==> config.mk <==
export PLATFORM = sky130hd
export DESIGN_NAME = mul_acc_unit
export DESIGN_NICKNAME = d
export VERILOG_FILES = /design/src/rtl/mac_pkg.sv /design/src/rtl/mac_operand_prep.sv /design/src/rtl/mac_product.sv /design/src/rtl/mac_seq.sv /design/src/rtl/mac_acc.sv /design/src/rtl/mul_acc_unit.sv
export SDC_FILE = /design/constraint.sdc
export NUM_CORES = 2
export LEC_CHECK = 0
export ABC_AREA = 0
export BUFFER_PORTS_ARGS = -buffer_cell sky130_fd_sc_hd__buf_2
export CAP_MARGIN = 25
export CORE_MARGIN = 2
export CORE_UTILIZATION = 50
export CTS_CLUSTER_SIZE = 8
export DETAILED_ROUTE_END_ITERATION = 10
export PLACE_DENSITY_LB_ADDON = 0.25
export RECOVER_POWER = 50
export SKIP_CTS_REPAIR_TIMING = 1
export SYNTH_ARGS = -nofsm -noshare
export SYNTH_HDL_FRONTEND = slang
export SYNTH_HIERARCHICAL = 1
export SYNTH_SLANG_ARGS = --single-unit
==> constraint.sdc <==
create_clock -name clk -period 13.75 [get_ports clk]
set_input_delay 1.375 -clock clk [delete_from_list [all_inputs] [get_ports clk]]
set_output_delay 1.375 -clock clk [all_outputs]
set_load 0.03 [all_outputs]
==> src/rtl/mac_pkg.sv <==
package mac_pkg;

  typedef enum logic [2:0] {
    OP_MULW_S = 3'd0,
    OP_MULW_U = 3'd1,
    OP_MULL   = 3'd2,
    OP_DMULU  = 3'd3,
    OP_MACW   = 3'd4,
    OP_MACL   = 3'd5
  } mac_op_e;

  function automatic logic op_known(logic [2:0] code);
    return code <= 3'd5;
  endfunction

  function automatic logic op_is_half(logic [2:0] code);
    return (code == OP_MULW_S) || (code == OP_MULW_U) || (code == OP_MACW);
  endfunction

  function automatic logic op_is_signed(logic [2:0] code);
    return !((code == OP_MULW_U) || (code == OP_DMULU));
  endfunction

  function automatic logic op_is_short(logic [2:0] code);
    return (code == OP_MULW_S) || (code == OP_MULW_U);
  endfunction

  function automatic logic op_accumulates(logic [2:0] code);
    return (code == OP_MACW) || (code == OP_MACL);
  endfunction

  function automatic logic op_writes_hi(logic [2:0] code);
    return (code == OP_DMULU) || op_accumulates(code);
  endfunction

  function automatic logic [2:0] op_step(logic [2:0] code);
    logic [2:0] s;
    case (code)
      OP_MACL: s = 3'd4;
      OP_MACW: s = 3'd2;
      default: s = 3'd0;
    endcase
    return s;
  endfunction

endpackage

==> src/rtl/mac_operand_prep.sv <==
module mac_operand_prep
  import mac_pkg::*;
#(
  parameter int DATA_W = 32,
  localparam int HALF_W = DATA_W / 2,
  localparam int EXT_W = DATA_W + 1
) (
  input  logic [2:0]        op_code,
  input  logic [DATA_W-1:0] raw_a,
  input  logic [DATA_W-1:0] raw_b,
  output logic [EXT_W-1:0]  ext_a,
  output logic [EXT_W-1:0]  ext_b
);

  // Widen one operand to DATA_W+1 bits so that a single signed multiplier
  // covers every signed and unsigned flavour.
  function automatic logic [EXT_W-1:0] widen(logic [DATA_W-1:0] v, logic half, logic sgn);
    logic [EXT_W-1:0] r;
    if (half) begin
      if (sgn) r = {{(EXT_W-HALF_W){v[HALF_W-1]}}, v[HALF_W-1:0]};
      else     r = {{(EXT_W-HALF_W){1'b0}}, v[HALF_W-1:0]};
    end else begin
      if (sgn) r = {v[DATA_W-1], v};
      else     r = {1'b0, v};
    end
    return r;
  endfunction

  logic half_sel;
  logic sign_sel;
  assign half_sel = op_is_half(op_code);
  assign sign_sel = op_is_signed(op_code);

  logic [DATA_W-1:0] raw_arr [2];
  logic [EXT_W-1:0]  ext_arr [2];
  assign raw_arr[0] = raw_a;
  assign raw_arr[1] = raw_b;

  for (genvar i = 0; i < 2; i++) begin : g_widen
    assign ext_arr[i] = widen(raw_arr[i], half_sel, sign_sel);
  end

  assign ext_a = ext_arr[0];
  assign ext_b = ext_arr[1];

endmodule

==> src/rtl/mac_product.sv <==
module mac_product #(
  parameter int DATA_W = 32,
  localparam int EXT_W = DATA_W + 1,
  localparam int ACC_W = 2 * DATA_W
) (
  input  logic             clk,
  input  logic             rst_n,
  input  logic             load,
  input  logic [EXT_W-1:0] ext_a,
  input  logic [EXT_W-1:0] ext_b,
  output logic [ACC_W-1:0] prod
);

  logic [EXT_W-1:0] a_q;
  logic [EXT_W-1:0] b_q;

  always_ff @(posedge clk or negedge rst_n) begin
    if (!rst_n) begin
      a_q <= '0;
      b_q <= '0;
    end else if (load) begin
      a_q <= ext_a;
      b_q <= ext_b;
    end
  end

  // Sign-extend to the accumulator width and multiply modulo 2^ACC_W; the low
  // ACC_W bits of a two's complement product are exact for every flavour.
  function automatic logic [ACC_W-1:0] wide_mul(logic [EXT_W-1:0] x, logic [EXT_W-1:0] y);
    logic [ACC_W-1:0] xw;
    logic [ACC_W-1:0] yw;
    xw = {{(ACC_W-EXT_W){x[EXT_W-1]}}, x};
    yw = {{(ACC_W-EXT_W){y[EXT_W-1]}}, y};
    return xw * yw;
  endfunction

  assign prod = wide_mul(a_q, b_q);

endmodule

==> src/rtl/mac_seq.sv <==
module mac_seq
  import mac_pkg::*;
#(
  parameter int LAT_SHORT = 2,
  parameter int LAT_LONG  = 4,
  localparam int CNT_W = $clog2(LAT_LONG + 1)
) (
  input  logic       clk,
  input  logic       rst_n,
  input  logic       req_valid,
  input  logic [2:0] req_op,
  output logic       accept,
  output logic       busy,
  output logic       done,
  output logic       wr_fire,
  output logic [2:0] op_q
);

  logic [CNT_W-1:0] cnt;
  logic [CNT_W-1:0] load_val;

  assign accept   = req_valid && !busy && op_known(req_op);
  assign load_val = op_is_short(req_op) ? CNT_W'(LAT_SHORT - 1) : CNT_W'(LAT_LONG - 1);
  assign wr_fire  = busy && (cnt == '0);

  always_ff @(posedge clk or negedge rst_n) begin
    if (!rst_n) begin
      busy <= 1'b0;
      done <= 1'b0;
      cnt  <= '0;
      op_q <= 3'd0;
    end else begin
      done <= 1'b0;
      if (accept) begin
        busy <= 1'b1;
        cnt  <= load_val;
        op_q <= req_op;
      end else if (busy) begin
        if (cnt == '0) begin
          busy <= 1'b0;
          done <= 1'b1;
        end else begin
          cnt <= cnt - 1'b1;
        end
      end
    end
  end

  assert_done_pulse_R8: assert property (@(posedge clk) disable iff (!rst_n)
    done |=> !done);

  assert_busy_ends_in_done_R8: assert property (@(posedge clk) disable iff (!rst_n)
    $fell(busy) |-> done);

  assert_op_held_R9: assert property (@(posedge clk) disable iff (!rst_n)
    busy |=> $stable(op_q));

  assert_done_not_busy_R8: assert property (@(posedge clk) disable iff (!rst_n)
    done |-> !busy);

endmodule

==> src/rtl/mac_acc.sv <==
module mac_acc
  import mac_pkg::*;
#(
  parameter int DATA_W = 32,
  localparam int ACC_W = 2 * DATA_W
) (
  input  logic              clk,
  input  logic              rst_n,
  input  logic              wr_fire,
  input  logic [2:0]        op_q,
  input  logic [ACC_W-1:0]  prod,
  output logic [DATA_W-1:0] acc_hi,
  output logic [DATA_W-1:0] acc_lo
);

  function automatic logic [ACC_W-1:0] next_acc(logic [2:0] code, logic [ACC_W-1:0] cur,
                                               logic [ACC_W-1:0] p);
    logic [ACC_W-1:0] r;
    if (op_accumulates(code))    r = cur + p;
    else if (op_writes_hi(code)) r = p;
    else                         r = {cur[ACC_W-1:DATA_W], p[DATA_W-1:0]};
    return r;
  endfunction

  logic [ACC_W-1:0] acc_now;
  logic [ACC_W-1:0] acc_nxt;
  assign acc_now = {acc_hi, acc_lo};
  assign acc_nxt = next_acc(op_q, acc_now, prod);

  always_ff @(posedge clk or negedge rst_n) begin
    if (!rst_n) begin
      acc_hi <= '0;
      acc_lo <= '0;
    end else if (wr_fire) begin
      acc_hi <= acc_nxt[ACC_W-1:DATA_W];
      acc_lo <= acc_nxt[DATA_W-1:0];
    end
  end

  assert_hi_kept_R4: assert property (@(posedge clk) disable iff (!rst_n)
    (wr_fire && !op_writes_hi(op_q)) |=> $stable(acc_hi));

  assert_idle_no_write_R12: assert property (@(posedge clk) disable iff (!rst_n)
    !wr_fire |=> $stable(acc_now));

endmodule

==> src/rtl/mul_acc_unit.sv <==
module mul_acc_unit
  import mac_pkg::*;
#(
  parameter int DATA_W    = 32,
  parameter int LAT_SHORT = 2,
  parameter int LAT_LONG  = 4,
  localparam int EXT_W = DATA_W + 1,
  localparam int ACC_W = 2 * DATA_W
) (
  input  logic              clk,
  input  logic              rst_n,
  input  logic              req_valid,
  input  logic [2:0]        req_op,
  input  logic [DATA_W-1:0] opnd_a,
  input  logic [DATA_W-1:0] opnd_b,
  output logic              stall,
  output logic              busy,
  output logic              done,
  output logic [2:0]        ptr_step,
  output logic [DATA_W-1:0] acc_hi,
  output logic [DATA_W-1:0] acc_lo
);

  logic             accept;
  logic             wr_fire;
  logic [2:0]       op_q;
  logic [EXT_W-1:0] ext_a;
  logic [EXT_W-1:0] ext_b;
  logic [ACC_W-1:0] prod;

  mac_seq #(.LAT_SHORT(LAT_SHORT), .LAT_LONG(LAT_LONG)) u_seq (
    .clk(clk), .rst_n(rst_n), .req_valid(req_valid), .req_op(req_op),
    .accept(accept), .busy(busy), .done(done), .wr_fire(wr_fire), .op_q(op_q)
  );

  mac_operand_prep #(.DATA_W(DATA_W)) u_prep (
    .op_code(req_op), .raw_a(opnd_a), .raw_b(opnd_b), .ext_a(ext_a), .ext_b(ext_b)
  );

  mac_product #(.DATA_W(DATA_W)) u_prod (
    .clk(clk), .rst_n(rst_n), .load(accept), .ext_a(ext_a), .ext_b(ext_b), .prod(prod)
  );

  mac_acc #(.DATA_W(DATA_W)) u_acc (
    .clk(clk), .rst_n(rst_n), .wr_fire(wr_fire), .op_q(op_q), .prod(prod),
    .acc_hi(acc_hi), .acc_lo(acc_lo)
  );

  assign stall    = req_valid && busy;
  assign ptr_step = accept ? op_step(req_op) : 3'd0;

  assert_acc_hold_busy_R12: assert property (@(posedge clk) disable iff (!rst_n)
    busy |-> $stable({acc_hi, acc_lo}));

  assert_unknown_ignored_R11: assert property (@(posedge clk) disable iff (!rst_n)
    (req_valid && !busy && !op_known(req_op)) |=> !busy);

  assert_long_step_R10: assert property (@(posedge clk) disable iff (!rst_n)
    (req_valid && !busy && req_op == OP_MACL) |-> ptr_step == 3'd4);

  assert_stall_only_busy_R9: assert property (@(posedge clk) disable iff (!rst_n)
    stall |-> !accept);

  assert_accept_raises_busy_R8: assert property (@(posedge clk) disable iff (!rst_n)
    accept |=> busy);

endmodule

Word level (Yosys, flattened, before mapping)
Index checks and enable logic that the tools add are counted.
- bits of input ports: 70
- output and inout bits: 70
- logic and storage cells: 56
- register bits: 138
- eq/ne operators: 8
- reduce and logical (&&, ||, !) cells: 16
- multiplexer cells: 20
- multipliers: 1
- $add $sub $neg: 2
- magnitude comparators: 1
- operator list (cell ; count):
    2-to-1 mux 33 bit ; 6
    2-to-1 mux 64 bit ; 2
    adder 64 bit ; 1
    multiplier 33 x 33 -> 64 bit ; 1
    equality test 3 bit, second input constant ; 4
    2-to-1 mux 3 bit ; 4
    equality test 3 x 2 -> 1 bit, second input constant ; 2
    zero test 3 bit ; 2
    2-to-1 mux 1 bit ; 6
    case mux 3 bit (2 select lines) ; 1
    logical OR 1 bit ; 5
    logical AND 1 bit ; 4
    AND reduction 2 bit ; 2
    nonzero test 2 bit ; 2
    equality test 3 x 1 -> 1 bit, second input constant ; 1
    <= comparator 3 bit, second input constant ; 1
    subtractor 3 x 1 -> 3 bit, second input constant ; 1
    2-to-1 mux 2 bit ; 1
    inequality test 2 bit, second input constant ; 1
    zero test 1 bit ; 1

Longest topological paths before layout
- word-level depth: 5
- mapped depth: 39
- mapped depth without buffers: 36

Cells and area by module
The synthesis kept the hierarchy.
- by module, submodules not included (module ; cells each ; area each (um^2) ; sequential area each (um^2) ; instances):
    mac_product ; 4280 ; 40724.1 ; 1651.6 ; 1
    mac_acc ; 906 ; 6842.8 ; 1601.5 ; 1
    mac_operand_prep ; 80 ; 678.2 ; 0.0 ; 1
    mac_seq ; 29 ; 371.6 ; 200.2 ; 1
    mul_acc_unit ; 5 ; 41.3 ; 0.0 ; 1

Least setup slack after synthesis
No wires, ideal clock.
- kind: reg2reg
- start: register u_prod.b_q[3]
- end: register u_acc.acc_hi[28]
- clock period less this slack: 9346 ps
- required time: 13668 ps
- path slack: 4404 ps
- path buffers: 2
- stages on the path, launching flop included: 33
- library setup time: 82 ps
- arrival time: 9264 ps
- path through: dfrtp_1 clkbuf_1 clkbuf_1 nand2_1 inv_1 fa_1 fa_1 fa_1 inv_1 fa_1 inv_1 fa_1 fa_1 fa_1 inv_1 fa_1 inv_1 ha_1 a21o_1 a21oi_1 o21ai_0 a221oi_1 o22ai_1 o31ai_1 xnor2_1 ha_1 and3_1 nand2_1 or4_1 o221ai_1 a21oi_1 xor2_1 o22ai_1
- word-level cells in the longest chain between the ends: 3
- elaborated cells on any way between the ends: 4
- classes of those cells: add/sub: 1; mul: 1; mux: 2
- RTL lines (what ; RTL line ; text):
    start: declaration ; mac_product.sv:15 ; logic [EXT_W-1:0] b_q;
    start signal: assignment ; mac_product.sv:23 ; b_q <= ext_b;
    multiplier 33 x 33 -> 64 bit ; mac_product.sv:34 ; return xw * yw;
    named net prod[59] ; mul_acc_unit.sv:29 ; logic [ACC_W-1:0] prod;
    adder 64 bit ; mac_acc.sv:19 ; if (op_accumulates(code)) r = cur + p;
    2-to-1 mux 64 bit ; mac_acc.sv:19 ;
    end signal: assignment ; mac_acc.sv:35 ; acc_hi <= acc_nxt[ACC_W-1:DATA_W];
    end: declaration ; mac_acc.sv:12 ; output logic [DATA_W-1:0] acc_hi,
The timed path passes the listed nets, and every way through them passes these cells. The select of a mux whose other input is x is not followed.
A chain may end at the register's enable or synchronous reset.

Worst setup path in the final report
- start: register u_prod.a_q[32]
- end: register u_acc.acc_hi[29]
- word-level cells in the longest chain between the ends: 3
- elaborated cells on any way between the ends: 4
- classes of those cells: add/sub: 1; mul: 1; mux: 2
- RTL lines (what ; RTL line ; text):
    start: declaration ; mac_product.sv:14 ; logic [EXT_W-1:0] a_q;
    start signal: assignment ; mac_product.sv:22 ; a_q <= ext_a;
    multiplier 33 x 33 -> 64 bit ; mac_product.sv:34 ;
    named net prod[55] ; mul_acc_unit.sv:29 ;
    adder 64 bit ; mac_acc.sv:19 ;
    2-to-1 mux 64 bit ; mac_acc.sv:19 ;
The timed path passes the listed nets, and every way through them passes these cells. The select of a mux whose other input is x is not followed.

==> flow_summary.yaml <==
status:
  outcome: "finished, violations left"
  violations: "max-capacitance violations, max-slew violations"
critical_path:
  cp_slowest_stage_delay_ns: 0.98
  worstSetupEndpointType: "flop"
  critPathSlowestCell: "fa_1"
  cp.required_ns: 14.21
  worst_setup_path_start_kind: "flop"
  r2r_start: "u_prod/a_q[32]"
  critPathMostFrequentCell: "fa_1"
  criticalPathCategory: "flop to flop"
  startpoint: "u_prod/a_q[32]"
  arrival_ns: 11.40
  worstPathMaxFanout: 16
grt:
  antenna_found_initial: 4
  track_usage_pct: 28.86
  grt_pass1_vias: 38360
  grt_overflow: 0
  grt_max_degree: 67
  grt_pass1_wl_um: 218800
synthesis:
  yosys_most_used_dff: "dfrtp_1"
  yosys_warnings: 6
  yosys-top-cells-area: "fa_1 46%, inv_1 8.4%, and2_1 7.2%, ha_1 7.1%, dfrtp_1 7.1%"
  synth_area_leader_cell: "fa_1"
  synth_most_common_cell: "fa_1"
  post-synth-top-area-fraction_pct: 46.33
  synthCells: 5300
  async_flop_share_pct: 100.0
  syn-cell-area_mm2: 0.04866
  avgSynthCellArea_um2: 9.181
  ys_seq_area_share_pct: 7.097
  synth.distinct_cells: 92
  synth_common_cells: "1126 x fa_1, 1095 x inv_1, 636 x nand2_1, 557 x and2_1, 277 x ha_1"
  synth_edf_count: 0
  synth-seq-cells: 138
  syn_nets: 6773
place:
  post-dp-hpwl_um: 110700
  post-place-cells: 6464
  io_buffers: 138
  gp_congestion: 0.9290
  place_ws_ns: 2.576
floorplanning:
  coreArea_mm2: 0.09657
  initial_core_util_pct: 50.39
  die_w_um: 316.0
  dieArea_mm2: 0.09983
  rows: 114
  die_y_um: 316.0
  io_pins: 140
min_path:
  holdCritStartpoint: "u_prod/a_q[13]"
  hp-class: "flop to flop"
route:
  ant_nets: 0
  drtIter0Drc: 2140
  wirelength_um: 137300
  viasPerCell: 5.519
  num_vias: 35850
  post_drt_wl_per_cell_um: 21.14
  drtPass1Iterations: 6
  remaining_drc_errors: 0
sta:
  period_share_pct: 79.56
  fin_setup_tns_ns: 0
  max_freq_mhz: 91.41
  hold_ws_ns: 0.5080
  setup_viol: 0
  rsz0062_at_grt: "no"
  relSlewSlack_pct: -125.2
  period_needed_ns: 10.94
  worstMarginPinSlew_ns: 3.379
  slew_viol_final: 210
  hold_violations: 0
  worst_slack_ns: 2.810
  fin_skew_ns: 0.01992
finish:
  drive_above_1_share_pct: 7.051
  final_cells: 6496
  nets: 6681
  nFillCells: 8998
  synthToLayoutAreaGrowth_pct: 4.207
clock_tree:
  cts_htree_levels: 4
  cts_made_buffers: 17
  cts_tree: "done"
  clk_pin_slew_worst_paths_ns: 0.08
  clock_tree.buffer_depth: 2
  clk_latency_ns: 0.52
  cts.sinks: 138
  root_buffer: "clkbuf_16"
run:
  maxCapViolCount: 4
[layer usage]
metal / part of all wire, % / global-route usage [%]
met4: 5.9 / 15.88
met2: 51 / 50.11
met5: 0.022 / 0
met1: 38 / 35.50
met3: 4.5 / 2.735
[worst paths after layout]
path,to,slack (ns),depth (start not counted)
min,u_prod/a_q[13],0.51,1
max,u_acc/acc_hi[29],2.81,30
max in group asynchronous,u_prod/a_q[22],7.28,2
max reg2reg,u_acc/acc_hi[29],2.81,30
min in group asynchronous,u_acc/acc_hi[29],1.99,1
min reg2reg,u_prod/a_q[13],0.51,1
[final cells by class]
class	instances	area [um^2]	share of cell area [%]
Multi-Input combinational cell	3740	39670	78.25
Inverter	1095	4110	8.106
Sequential cell	138	3463	6.830
Tap cell	1276	1597	3.149
Timing Repair Buffer	216	1280	2.524
Clock buffer	18	439.2	0.8661
Clock inverter	12	138.9	0.2739
Antenna cell	1	2.502	0.004935
[critical path: cells and delay by family (launching register included)]
kind,cells,cell delay [ns]
AO/OA/AOI/OAI,6,1.41
XOR/XNOR,1,0.14
adder cells (fa/ha/maj),10,5.76
buffers and inverters,5,0.88
flip-flops,1,0.72
AND/OR/NAND/NOR,8,1.95
[sequential cells by signal, indices dropped and copies added (netlist names)]
register      flops
u_acc/acc_hi     32
u_seq/busy        1
u_prod/b_q       33
u_seq/cnt         3
u_prod/a_q       33
u_acc/acc_lo     32
u_seq/done        1
u_seq/op_q        3
[cells in the final DEF, fill, tap and decap left out, types with 22 or more instances in the layout]
master    synthesis  routed
mux2_2           71      71
inv_1          1095    1095
nand4_1          37      37
and3_1           29      29
nor3_1           32      32
xnor2_1          80      80
xor2_1           44      44
dfrtp_1         138     130
buf_2             9     112
a21o_2           22      22
a31oi_1          31      31
ha_1            277     277
a21oi_1         194     194
nand3_1          32      32
nand2_1         636     636
a21o_1           79      79
o21bai_1         28      28
buf_4            33      72
and2_1          557     556
nor2b_1          39      38
clkbuf_1        275      29
fa_1           1126    1126
o21ai_0          84      83
nor2_1          126     126
[cells by family (layout without fill, tap and decap cells)]
kind of cell    Yosys count  count (layout)  share of synthesized area [%]
buf+inv                1422            1341                          11.36
flops                   138             138                          7.097
fa+ha+maj              1403            1403                          53.45
compound gates          578             578                          7.948
simple gates           1555            1555                          16.10
other cells               1               2                       0.007707
xor+xnor                124             124                          2.232
mux                      79              79                          1.808
[through the flow]
stage          utilization, %  instance area, um^2
3_5_place_dp            51.94                50160
6_report                52.51                50700
3_3_place_gp            51.90                50120
4_1_cts                 52.54                50740
5_1_grt                 52.51                50700
2_1_floorplan               -                48660
Power is not shown: default switching activity piles up to over one toggle a cycle in this logic, so the estimate is an artifact.
